<file path="src/rtl/awb_stats_acc.sv">
module awb_stats_acc #(
  parameter int PIX_W    = 8,
  parameter int SUM_W    = 24,
  parameter int CNT_W    = 32,
  parameter int ADDR_W   = 5,
  parameter int YLIM_RST = 100,
  parameter int SLIM_RST = 10
) (
  input  logic              clk,
  input  logic              rst_n,
  input  logic              pix_valid,
  input  logic              pix_sof,
  input  logic              pix_eof,
  input  logic [PIX_W-1:0]  pix_r,
  input  logic [PIX_W-1:0]  pix_g,
  input  logic [PIX_W-1:0]  pix_b,
  input  logic [PIX_W-1:0]  pix_y,
  input  logic [PIX_W-1:0]  pix_s,
  input  logic [ADDR_W-1:0] reg_addr,
  input  logic              reg_wr,
  input  logic [7:0]        reg_wdata,
  output logic [7:0]        reg_rdata
);
  localparam int YS_W  = CNT_W + PIX_W;
  localparam int STP_W = $clog2(PIX_W + 1);
  localparam int SH_W  = (PIX_W > 1) ? $clog2(PIX_W) : 1;
  localparam int SUM_B = (SUM_W + 7) / 8;
  localparam int CNT_B = (CNT_W + 7) / 8;
  localparam int A_YL = 0, A_SL = 1, A_AVG = 2;
  localparam int A_CH0 = 4, A_CH_STEP = 4, A_CNT = 16;

  logic [PIX_W-1:0] ylim, slim, avg;
  logic [2:0][PIX_W-1:0] comp;
  logic [2:0][SUM_W-1:0] acc, acc_nxt, sh;
  logic [CNT_W-1:0] qcnt, qcnt_nxt, qcnt_sh, fcnt, fcnt_nxt;
  logic [YS_W-1:0]  ysum, ysum_nxt;
  logic qual;

  assign comp = {pix_b, pix_g, pix_r};
  assign qual = pix_valid && (pix_y > ylim) && (pix_s < slim);

  for (genvar c = 0; c < 3; c++) begin : g_ch
    logic [SUM_W-1:0] base;
    logic [SUM_W:0]   add;
    assign base = pix_sof ? '0 : acc[c];
    assign add  = {1'b0, base} + (SUM_W+1)'(comp[c]);
    assign acc_nxt[c] = !qual ? base : (add[SUM_W] ? '1 : add[SUM_W-1:0]);
  end

  logic [CNT_W-1:0] qbase, fbase;
  logic [YS_W-1:0]  ybase;
  logic [CNT_W:0]   qadd, fadd;
  logic [YS_W:0]    yadd;
  assign qbase = pix_sof ? '0 : qcnt;
  assign fbase = pix_sof ? '0 : fcnt;
  assign ybase = pix_sof ? '0 : ysum;
  assign qadd  = {1'b0, qbase} + (CNT_W+1)'(qual);
  assign fadd  = {1'b0, fbase} + (CNT_W+1)'(pix_valid);
  assign yadd  = {1'b0, ybase} + (YS_W+1)'(pix_valid ? pix_y : '0);
  assign qcnt_nxt = qadd[CNT_W] ? '1 : qadd[CNT_W-1:0];
  assign fcnt_nxt = fadd[CNT_W] ? '1 : fadd[CNT_W-1:0];
  assign ysum_nxt = yadd[YS_W]  ? '1 : yadd[YS_W-1:0];

  logic [YS_W-1:0]  rem, trial;
  logic [CNT_W-1:0] den;
  logic [PIX_W-1:0] quo;
  logic [STP_W-1:0] step;
  logic [SH_W-1:0]  shamt;
  logic             fits;
  assign shamt = SH_W'(step - 1'b1);
  assign trial = YS_W'(den) << shamt;
  assign fits  = rem >= trial;

  always_ff @(posedge clk or negedge rst_n) begin
    if (!rst_n) begin
      acc <= '0; sh <= '0; qcnt <= '0; qcnt_sh <= '0; fcnt <= '0; ysum <= '0;
      rem <= '0; den <= '0; quo <= '0; step <= '0; avg <= '0;
    end else begin
      acc  <= acc_nxt;
      qcnt <= qcnt_nxt;
      fcnt <= fcnt_nxt;
      ysum <= ysum_nxt;
      if (pix_eof) begin
        sh      <= acc_nxt;
        qcnt_sh <= qcnt_nxt;
        rem     <= ysum_nxt;
        den     <= fcnt_nxt;
        quo     <= '0;
        step    <= STP_W'(PIX_W);
      end else if (step != '0) begin
        if (fits) begin
          rem        <= rem - trial;
          quo[shamt] <= 1'b1;
        end
        step <= step - 1'b1;
        if (step == STP_W'(1))
          avg <= (den == '0) ? '0 : {quo[PIX_W-1:1], fits};
      end
    end
  end

  always_ff @(posedge clk or negedge rst_n) begin
    if (!rst_n) begin
      ylim <= PIX_W'(YLIM_RST);
      slim <= PIX_W'(SLIM_RST);
    end else if (reg_wr) begin
      if (int'(reg_addr) == A_YL) ylim <= PIX_W'(reg_wdata);
      if (int'(reg_addr) == A_SL) slim <= PIX_W'(reg_wdata);
    end
  end

  always_comb begin
    int a;
    a = int'(reg_addr);
    reg_rdata = '0;
    if (a == A_YL)       reg_rdata = 8'(ylim);
    else if (a == A_SL)  reg_rdata = 8'(slim);
    else if (a == A_AVG) reg_rdata = 8'(avg);
    else if (a >= A_CNT && a < A_CNT + CNT_B)
      reg_rdata = 8'(qcnt_sh >> (8 * (a - A_CNT)));
    else
      for (int c = 0; c < 3; c++)
        if (a >= A_CH0 + c*A_CH_STEP && a < A_CH0 + c*A_CH_STEP + SUM_B)
          reg_rdata = 8'(sh[c] >> (8 * (a - A_CH0 - c*A_CH_STEP)));
  end
endmodule


</file>
<file path="config.mk">
export PLATFORM = sky130hd
export DESIGN_NAME = awb_stats_acc
export DESIGN_NICKNAME = d
export VERILOG_FILES = /design/src/rtl/awb_stats_acc.sv
export SDC_FILE = /design/constraint.sdc
export NUM_CORES = 1
export LEC_CHECK = 0
export ABC_CLOCK_PERIOD_IN_PS = 12600
export CORE_ASPECT_RATIO = 1.5
export CORE_MARGIN = 2
export CORE_UTILIZATION = 65
export CTS_CLUSTER_DIAMETER = 50
export CTS_CLUSTER_SIZE = 25
export DETAILED_ROUTE_END_ITERATION = 16
export PLACE_DENSITY = 0.83
export SETUP_SLACK_MARGIN = 0.02
export SYNTH_ARGS = -nofsm -noshare
export SYNTH_HDL_FRONTEND = slang
export SYNTH_SLANG_ARGS = --single-unit
</file>
<file path="constraint.sdc">
create_clock -name clk -period 12.6 [get_ports clk]
set_input_delay 1.26 -clock clk [delete_from_list [all_inputs] [get_ports clk]]
set_output_delay 1.26 -clock clk [all_outputs]
set_load 0.005 [all_outputs]
</file>
==> impl_metrics.env <==
export IMPL_worstReg2RegStart="ylim[6]"
export IMPL_rsz0062_at_grt="no"
export IMPL_fill_cells=2672
export IMPL_synth_commonest_cells="dfrtp_1 (382), nand2_1 (304), nor2_1 (167)"
export IMPL_yosys_warnings=0
export IMPL_p_leak_nw=11.8
export IMPL_ant_nets=0
export IMPL_synth_cell_type_count=98
export IMPL_startpoint="pix_y[1]"
export IMPL_finalClockSkew_ps=25.5
export IMPL_insertion_delay_ps=600
export IMPL_r2r_cells=23
export IMPL_grt_pass1_vias=20000
export IMPL_peakVddDrop_v=0.000157
export IMPL_synth_area_leaders="dfrtp_1 (40%), ha_1 (5.1%), mux2_2 (5.0%)"
export IMPL_route_vias_total=19500
export IMPL_finalInstanceArea_mm2=0.0259
export IMPL_r2r_end="qcnt_sh[27]"
export IMPL_grt_pass1_wl_mm=103
export IMPL_fp_dieW_um=161
export IMPL_post_cts_buffers=0
export IMPL_dieArea_mm2=0.0384
export IMPL_max_slew_margin_pct=13.6
export IMPL_cp_endpoint="qcnt_sh[27]"
export IMPL_start_util_pct=65.6
export IMPL_postLayoutCoreUtil_pct=71.0
export IMPL_worst_pin_slew_ps=1280
export IMPL_stdcell_count=2972
export IMPL_power_density_mw_per_mm2=193
export IMPL_yosysSeqAreaShare_pct=40.5
export IMPL_fmax_ghz=0.148
export IMPL_grt_max_degree=147
export IMPL_total_power_mw=4.99
export IMPL_drv_slew=0
export IMPL_synth_async_reset_ratio_pct=100
export IMPL_gr_total_overflow=0
export IMPL_drt_wirelength_per_cell_um=21.4
export IMPL_gp_congestion=0.978
export IMPL_synth_top_cell_area_share_pct=40.0
export IMPL_io_pins=67
export IMPL_hold_buffers=0
export IMPL_die_h_um=239
export IMPL_hold_violations=0
export IMPL_cts_reportedPaths_clkPinSlew_ps=90
export IMPL_drive_above_1_share_pct=12.4
export IMPL_via_per_inst=6.57
export IMPL_r2r_slack_ps=6370
export IMPL_tns_ps=0
export IMPL_antenna_found_initial=0
export IMPL_cp_required_ps=13140
export IMPL_dr_pass1_iters=6
export IMPL_synth_ff_type="dfrtp_1"
export IMPL_area_delta_synth_final_pct=8.35
export IMPL_clk_path_buf_depth=3
export IMPL_ys_ff_latch=387
export IMPL_layout_min_cycle_time_ps=6740
export IMPL_period_share_pct=53.5
export IMPL_wirelength_mm=63.5
export IMPL_drc=0
export IMPL_hp_class="reg -> reg"
export IMPL_dp_hpwl_mm=45.3
export IMPL_finalSetupViolCount=0
export IMPL_grt_usage_pct=33.3
export IMPL_cts_resized_gates=0
export IMPL_yosysTopAreaCell="dfrtp_1"
export IMPL_cp_max_fo=34
export IMPL_clockRootBuffer="clkbuf_16"
export IMPL_synth_edf_count=0
export IMPL_end_kind="flop"
export IMPL_num_antenna_cells=0
export IMPL_cts_tree="yes"
export IMPL_crit_arrival_ps=7280
export IMPL_drv_cap=0
export IMPL_nets=2626
export IMPL_io_buffers=66
export IMPL_syn_num_nets=2640
export IMPL_placed_cell_area_mm2=0.0248
export IMPL_crit_type="in -> reg"
export IMPL_dp_cells=2916
export IMPL_drt_iter0_drc=1751
export IMPL_core_area_mm2=0.0365
export IMPL_seq_area_mm2=0.00969
export IMPL_worst_setup_path_start_kind="input port"
export IMPL_htreeDepth=1
export IMPL_multi_input_area_mm2=0.0134
export IMPL_num_rows=86
export IMPL_cts_buffers=30
export IMPL_synthCells=2478
export IMPL_avgSynthCellArea_um2=9.65
export IMPL_cts_sinks=387
export IMPL_synth_most_common_cell="dfrtp_1"
export IMPL_outcome="complete, no violations"
export IMPL_syn_cell_area_mm2=0.0239
==> per-layer routing <==
layer  global-route usage (%)  routed length [um]  vias up
met5                        0                   0        -
met4                     17.0                3450        0
met3                     3.73                3010      207
met2                     61.4               33200      693
met1                     38.1               23800     9715
li1                         -                   -     8901
==> cells by family (layout without fill, tap and decap cells) <==
group	Yosys count	after routing	share of synthesized area [%]
AND/OR/NAND/NOR	880	880	18.4
AO/OA/AOI/OAI	535	535	14.9
flip-flops	387	387	40.5
multiplexers	216	216	11.3
buffers and inverters	204	214	3.68
XOR/XNOR	153	153	5.60
adder cells (fa/ha/maj)	103	103	5.55
==> worst max-delay path: stages <==
cell             delay, ps
clkdlybuf4s50_1        440
ha_1                   310
nor2b_1                140
o21a_1                 110
o21ai_0                 80
a21oi_1                190
nor3_2                  70
buf_4                  210
or2_1                  250
buf_4                  270
inv_1                  100
buf_4                  360
ha_1                   260
ha_1                   190
nand3_1                120
nor2_1                 190
nand4_1                220
nor2_1                 320
nor4b_4                360
and2_1                 260
nand4_1                610
buf_4                  480
o21ai_0                210
mux2_2                 250
==> cell usage in the layout, fill, tap and decap left out, drive strengths merged, types with 41 or more instances in the layout <==
master / n
nor2b: 80
nand4: 41
xor2: 61
nand3: 84
xnor2: 92
dfrtp: 382
mux2i: 76
nor4: 41
nand2: 307
clkdlybuf4s50: 62
mux2: 107
a21oi: 88
a31oi: 63
nor2: 169
inv: 73
ha: 98
o21ai: 182
==> stage by stage <==
step / hold slack (ps) / setup slack, ps
floorplan: 446 / 7390
global placement: 477 / 5740
detailed placement: 484 / 5450
CTS: 505 / 5930
global route: 527 / 5550
finish: 502 / 5860
==> how the worst min path moves through the flow <==
stage | startpoint | endpoint | slack (ps) | cells past startpoint
floorplan | avg[0] | avg[0] | 450 | 2
global placement | quo[6] | avg[6] | 480 | 1
detailed placement | quo[2] | avg[2] | 480 | 1
CTS | quo[6] | avg[6] | 510 | 1
global route | quo[6] | avg[6] | 530 | 1
finish | quo[6] | avg[6] | 500 | 1
==> cell type report <==
| type | count | share of cell area [%] |
|---|---|---|
| multi-input combinational | 1887 | 51.6 |
| sequential | 387 | 37.4 |
| timing repair buffer | 93 | 3.40 |
| clock buffer | 33 | 3.06 |
| tap | 484 | 2.34 |
| clock inverter | 23 | 1.27 |
| inverter | 65 | 0.942 |
==> flip-flops by register name, indices dropped and copies added (netlist names) <==
signal	cells
acc	72
avg	8
den	32
fcnt	32
qcnt	32
qcnt_sh	32
quo	7
rem	40
sh	72
slim	8
step	4
ylim	8
ysum	40
==> report_power, final <==
group | switching, mW | internal [mW] | total, mW
logic | 1.46 | 0.982 | 2.44
clock network | 0.551 | 0.519 | 1.07
registers | 0.0935 | 1.38 | 1.48
(Power assumes the default switching activity.)
